===== config.mk =====
export PLATFORM = sky130hd
export DESIGN_NAME = completion_detect
export DESIGN_NICKNAME = d
export VERILOG_FILES = /design/src/rtl/cdt_pkg.sv /design/src/rtl/celem2.sv /design/src/rtl/cel_tree.sv /design/src/rtl/cd_slice.sv /design/src/rtl/completion_detect.sv
export SDC_FILE = /design/constraint.sdc
export NUM_CORES = 1
export LEC_CHECK = 0
export ABC_CLOCK_PERIOD_IN_PS = 850
export BUFFER_PORTS_ARGS = -buffer_cell sky130_fd_sc_hd__buf_2
export CORE_MARGIN = 8
export CORE_UTILIZATION = 44
export CTS_CLUSTER_DIAMETER = 60
export CTS_CLUSTER_SIZE = 28
export DETAILED_ROUTE_END_ITERATION = 10
export PLACE_DENSITY = 0.79
export SLEW_MARGIN = 0
export SYNTH_ARGS = -nofsm -noshare
export SYNTH_HDL_FRONTEND = slang
export SYNTH_HIERARCHICAL = 1
export SYNTH_SLANG_ARGS = --single-unit

===== constraint.sdc =====
create_clock -name clk -period 0.85 [get_ports clk]
set_input_delay 0.0425 -clock clk [delete_from_list [all_inputs] [get_ports clk]]
set_output_delay 0.0425 -clock clk [all_outputs]
set_load 0.05 [all_outputs]

===== src/rtl/cdt_pkg.sv =====
// Package: shared helpers for the completion detector.
// Assumes rails are sampled at the block's clock.
package cdt_pkg;

    // Validity of one dual-rail bit: either rail high.
    function automatic logic dr_valid(input logic t, input logic f);
        return t | f;
    endfunction

    // True when n is a nonzero power of two.
    function automatic bit is_pow2(input int n);
        return (n > 0) && ((n & (n - 1)) == 0);
    endfunction

endpackage


===== src/rtl/celem2.sv =====
// Module: two-input Muller C-element modelled as a clocked hold register.
// Output takes the common input value when both inputs agree, else holds.
// Assumes synchronous active-low reset to 0.
module celem2 (
    input  logic clk,
    input  logic rst_n,
    input  logic a,
    input  logic b,
    output logic q
);

    // Hold-state update: follow agreed inputs, keep value otherwise.
    always_ff @(posedge clk) begin
        if (!rst_n)
            q <= 1'b0;
        else if (a == b)
            q <= a;
    end

    assert_rise_only_all_valid_R2: assert property (@(posedge clk) disable iff (!rst_n)
        $rose(q) |-> ($past(a) && $past(b)));

    assert_fall_only_all_neutral_R3: assert property (@(posedge clk) disable iff (!rst_n)
        $fell(q) |-> (!$past(a) && !$past(b)));

    assert_mixed_holds_R4: assert property (@(posedge clk) disable iff (!rst_n)
        (a != b) |=> $stable(q));

    assert_agree_follows_R6: assert property (@(posedge clk) disable iff (!rst_n)
        (a == b) |=> (q == $past(a)));

endmodule


===== src/rtl/cel_tree.sv =====
// Module: balanced tree of two-input C-elements over N leaves.
// Heap layout: node k merges nodes 2k and 2k+1; leaves sit at N..2N-1.
// Assumes N is a power of two; latency is log2(N) clocks (0 for N=1).
module cel_tree #(
    parameter int N = 8
) (
    input  logic         clk,
    input  logic         rst_n,
    input  logic [N-1:0] leaf,
    output logic         root
);

    generate
        if (N == 1) begin : g_pass
            // Single leaf: nothing to merge.
            assign root = leaf[0];
        end else begin : g_tree
            logic [2*N-1:1] node;

            // Leaves feed the bottom row of the heap.
            assign node[2*N-1:N] = leaf;

            for (genvar k = 1; k < N; k++) begin : g_node
                celem2 u_ce (
                    .clk  (clk),
                    .rst_n(rst_n),
                    .a    (node[2*k]),
                    .b    (node[2*k+1]),
                    .q    (node[k])
                );
            end

            assign root = node[1];
        end
    endgenerate

endmodule


===== src/rtl/cd_slice.sv =====
// Module: one slice of the completion detector.
// Derives per-bit validity from the rail pairs and reduces it through a
// C-element tree. Assumes SLICE_W is a power of two.
module cd_slice #(
    parameter int SLICE_W = 8
) (
    input  logic               clk,
    input  logic               rst_n,
    input  logic [SLICE_W-1:0] rt,
    input  logic [SLICE_W-1:0] rf,
    output logic               done
);
    import cdt_pkg::*;

    logic [SLICE_W-1:0] bit_ok;

    // Per-bit validity detector, one OR per bit.
    for (genvar i = 0; i < SLICE_W; i++) begin : g_bit
        assign bit_ok[i] = dr_valid(rt[i], rf[i]);
    end

    cel_tree #(.N(SLICE_W)) u_tree (
        .clk  (clk),
        .rst_n(rst_n),
        .leaf (bit_ok),
        .root (done)
    );

endmodule


===== src/rtl/completion_detect.sv =====
// Module: top of the byte-sliced completion detector.
// Splits W dual-rail bits into W/SLICE_W slices that run in parallel, then
// merges the slice outputs with a second C-element tree.
// Assumes W is a multiple of SLICE_W and both SLICE_W and W/SLICE_W are
// powers of two.
module completion_detect #(
    parameter int W       = 32,
    parameter int SLICE_W = 8
) (
    input  logic                   clk,
    input  logic                   rst_n,
    input  logic [W-1:0]           rail_t,
    input  logic [W-1:0]           rail_f,
    output logic [W/SLICE_W-1:0]   slice_done,
    output logic                   word_done
);
    import cdt_pkg::*;

    localparam int NSLICE = W / SLICE_W;

    // Elaboration-time shape check.
    initial begin
        assert_shape_R6: assert (is_pow2(SLICE_W) && is_pow2(NSLICE) && (NSLICE * SLICE_W == W))
            else $error("completion_detect: unsupported W/SLICE_W");
    end

    // Parallel slice trees.
    for (genvar s = 0; s < NSLICE; s++) begin : g_slice
        cd_slice #(.SLICE_W(SLICE_W)) u_slice (
            .clk  (clk),
            .rst_n(rst_n),
            .rt   (rail_t[s*SLICE_W +: SLICE_W]),
            .rf   (rail_f[s*SLICE_W +: SLICE_W]),
            .done (slice_done[s])
        );
    end

    // Word-level merge of the slice outputs.
    cel_tree #(.N(NSLICE)) u_merge (
        .clk  (clk),
        .rst_n(rst_n),
        .leaf (slice_done),
        .root (word_done)
    );

    assert_reset_clear_R7: assert property (@(posedge clk) disable iff (!rst_n)
        $past(!rst_n) |-> (word_done == 1'b0 && slice_done == '0));

endmodule


# Word-level counts from Yosys, hierarchy flattened
# Index checks and enable logic that the tools add are counted.
[classes]
addsub = 0
mul = 0
div = 0
n_lt_le_gt_ge = 0
eq_ne = 31
n_shift = 0
mux = 0
bitwise_logic = 32
n_reduce_logical = 0
[ops]
columns = ["op", "count"]
rows = [
  ["1-bit bitwise OR", 32],
  ["1-bit == test", 31],
]
[word_totals]
reg_bits = 31
latch_bits = 0
ramBits = 0
rom_bits = 0
input_bits = 66
memories = 0

# Logic depth before layout (Yosys ltp)
[depth]
depth_word = 2
ltp_mapped = 3

# By module
# The synthesis kept the hierarchy.
[by_module_without_submodules]
columns = ["module", "n_inst", "cells_each", "area_per_inst_um2", "seq_area_each_um2"]
rows = [
  ["celem2", 31, 4, 36.3, 20.0],
  ["cd_slice", 4, 8, 50.0, 0.0],
]

# Worst setup path after synthesis
# No wires, ideal clock.
[synth_path]
kind = "register -> register"
startpoint = "register g_slice[1].u_slice/u_tree/g_tree.g_node[1].u_ce/q (netlist name)"
endpoint = "register g_slice[1].u_slice.u_tree.g_tree.g_node[1].u_ce.q"
setup_time_ns = 0.070
arrival_ns = 0.920
required_ns = 0.780
slack_ns = -0.140
path_stages_with_launch = 3
n_path_buf = 0
path_cell_list = "dfxtp_1 o21ai_1 a21boi_1"
[synth_lines]
columns = ["item", "line", "source"]
rows = [
  ["end signal, assigned", "celem2.sv:15", "q <= 1'b0;"],
  ["end signal, assigned", "celem2.sv:17", "q <= a;"],
  ["end, declared", "celem2.sv:9", "output logic q"],
]

# Worst setup path after layout
[layout_path]
startpoint = "register g_slice[2].u_slice.u_tree.g_tree.g_node[1].u_ce.q"
endpoint = "output port slice_done[2]"
[layout_lines]
columns = ["item", "line", "source"]
rows = [
  ["start, declared", "celem2.sv:9", ""],
  ["start signal, assigned", "celem2.sv:15", ""],
  ["start signal, assigned", "celem2.sv:17", ""],
  ["end, declared", "completion_detect.sv:14", "output logic [W/SLICE_W-1:0] slice_done,"],
]
# No word-level cell between the ends.

==> out/results.ini <==
[outcome]
status = finished with violations
violations = setup timing

[detailed_routing]
detail_route.wl_per_cell_um = 10.2
via_count = 1298
drt_iter0_drc = 23
wl_um = 2790
ant_nets = 0
drcViolationCount = 0
firstDrtPassIters = 4
via_per_inst = 4.74

[timing]
worstMarginPinSlew_ns = 0.141
setup_viol = 5
layout_setup_ws_ns = -0.0145
slew_violations = 0
max_slew_margin = 0.906
rsz0062_at_grt = true
max_freq_mhz = 1160
finalHoldViolations = 0
finClkSkew_ns = 0.00358
period_minus_slack_ns = 0.864
fin_crit_sh = 1.02

[critical_path]
critPathArrivalTime_ns = 0.82
worstPathRequired_ns = 0.81
critical-path-top-delay-family = flip-flops
path_class = reg2out
cp-start-kind = flop
cpPeakStageDelay_ns = 0.36
cpMaxStageDelayCell = dfxtp_2
path_max_fanout = 2
path_buf_inv = 1
crit_chain = buf_8
end_kind = primary output

[clocking]
numClockSinks = 31
clk_pin_slew_ns = 0.09
clk_latency_ns = 0.32
cts_max_level = 2
cts_made_buffers = 5
cts_tree = done
cts_buffer_depth = 2
cts-root-buf = clkbuf_4

[yosys]
synth_mux_area_frac = 0
synth-xor-area-share = 0
avgSynthCellArea_um2 = 8.49
synthTopCellsByArea = dfxtp_1 47%, a21boi_1 18%, or2_1 15%
yosys.area_share.simple = 0.239
yosysWarnings = 6
yosys.area.top_type_share = 0.468
synth_top_family_by_area = compound AO/OA/AOI/OAI gates
synth_compound_area_frac = 0.293
syn_nets = 222
synthesis.area_um2 = 1330
synth_cell_types = 5
synthAdderAreaFrac = 0
yosysSeqAreaShare = 0.468
ys_ff_latch = 31
synth_top_area_cell = dfxtp_1
synthCells = 156

[global_route]
grt_pass1_vias = 1131
grt_pass1_wl_um = 4660
grt_overflow = 0
grt_start_max_net_pins = 18
antenna_found_initial = 0
grt_usage = 0.115

[place]
gp_congestion = 0.688
place_hpwl_um = 2240
port_buffers = 70
dpl_cell_area_um2 = 1750

[floorplanning]
ios = 71
num_rows = 20
core_area_um2 = 2950
die-area_um2 = 5020
initial_core_util = 0.449
die_x_um = 70.9
die_h_um = 70.9

[min_path]
hold_class = in2reg

[cells_and_area]
antenna_cells = 0
final_area_um2 = 1920
fillerInstances = 276
fin_util = 0.649
finalNetCount = 306
area_delta_synth_final_pct = 44.6
final_common_cell = buf_2
mostFrequentLayoutCells = 65 x buf_2, 32 x or2_1, 31 x nand2_1, 31 x a21boi_1, 30 x o21ai_1
final_layout_size_suffix_gt1_frac = 0.373

[flow_run]
max_cap_viol_count = 0

[power]
power_density_nw_per_um2 = 1520
leakage_nw = 0.853
ir_drop_mv = 0.956

power breakdown:
| group | internal, W | switching, W | leakage (nW) |
|---|---|---|---|
| registers | 0.00154 | 0.0000731 | 0.259 |
| clock network | 0.000486 | 0.000450 | 0.0386 |
| logic | 0.000241 | 0.000131 | 0.555 |
metrics by stage:
| stage | setup slack, ns | setup TNS [ns] | power (W) | hold WS [ns] | instances |
|---|---|---|---|---|---|
| after floorplan | 0.0494 | 0 | 0.00183 | 0.193 | 156 |
| after global routing | -0.0684 | -0.275 | 0.00308 | 0.0625 | 274 |
| final | -0.0145 | -0.0442 | 0.00292 | 0.0751 | 274 |
| after detailed placement | 0.164 | 0 | 0.00202 | 0.403 | 261 |
| after global placement | 0.178 | 0 | 0.00201 | 0.399 | 261 |
| after CTS | -0.0348 | -0.149 | 0.00297 | 0.0603 | 274 |
cell type report:
class,instances,area (um^2),share of cell area
Sequential cell,31,632,0.330
Clock buffer,8,68.8,0.0359
Timing Repair Buffer,77,465,0.243
Tap cell,33,41.3,0.0216
Multi-Input combinational cell,125,708,0.370
per-layer routing:
metal,GRT usage,vias to the layer above,share of wire
met1,0.117,534,0.43
li1,-,709,-
met4,0.0416,0,0.0047
met2,0.173,53,0.44
met5,0,-,0
met3,0.0918,2,0.12
cells by family after synthesis:
kind of cell | count (synthesis)
flops | 31
compound gates | 62
simple gates | 63
cell usage after synthesis:
| library cell | count |
|---|---|
| a21boi_1 | 31 |
| dfxtp_1 | 31 |
| nand2_1 | 31 |
| o21ai_1 | 31 |
| or2_1 | 32 |
path summary, 6_finish.rpt:
check | start | to | slack, ns | cells past startpoint
worst max register to register | flop | flop | 0.04 | 3
worst min register to register | flop | flop | 0.47 | 2
worst max-delay path | flop | slice_done[2] | -0.01 | 1
worst min-delay path | rail_t[30] | flop | 0.08 | 4
worst reg2reg max path, cell delays in order, from the launching register on:
cell	delay, ns
dfxtp_2	0.34
buf_4	0.14
o21ai_1	0.15
a21boi_1	0.08
registers in the layout, summed over array words and instances, names as in the netlist:
name                                         count
u_merge/g_tree.g_node.u_ce/q                     3
g_slice.u_slice/u_tree/g_tree.g_node.u_ce/q     28
timing repair:
action,CTS,global route
hold endpoints to repair,0,0
gates resized for setup,17,1
endpoints found under the setup margin,5,6
setup buffers,5,0
hold buffers,0,0
(Power assumes the default switching activity.)
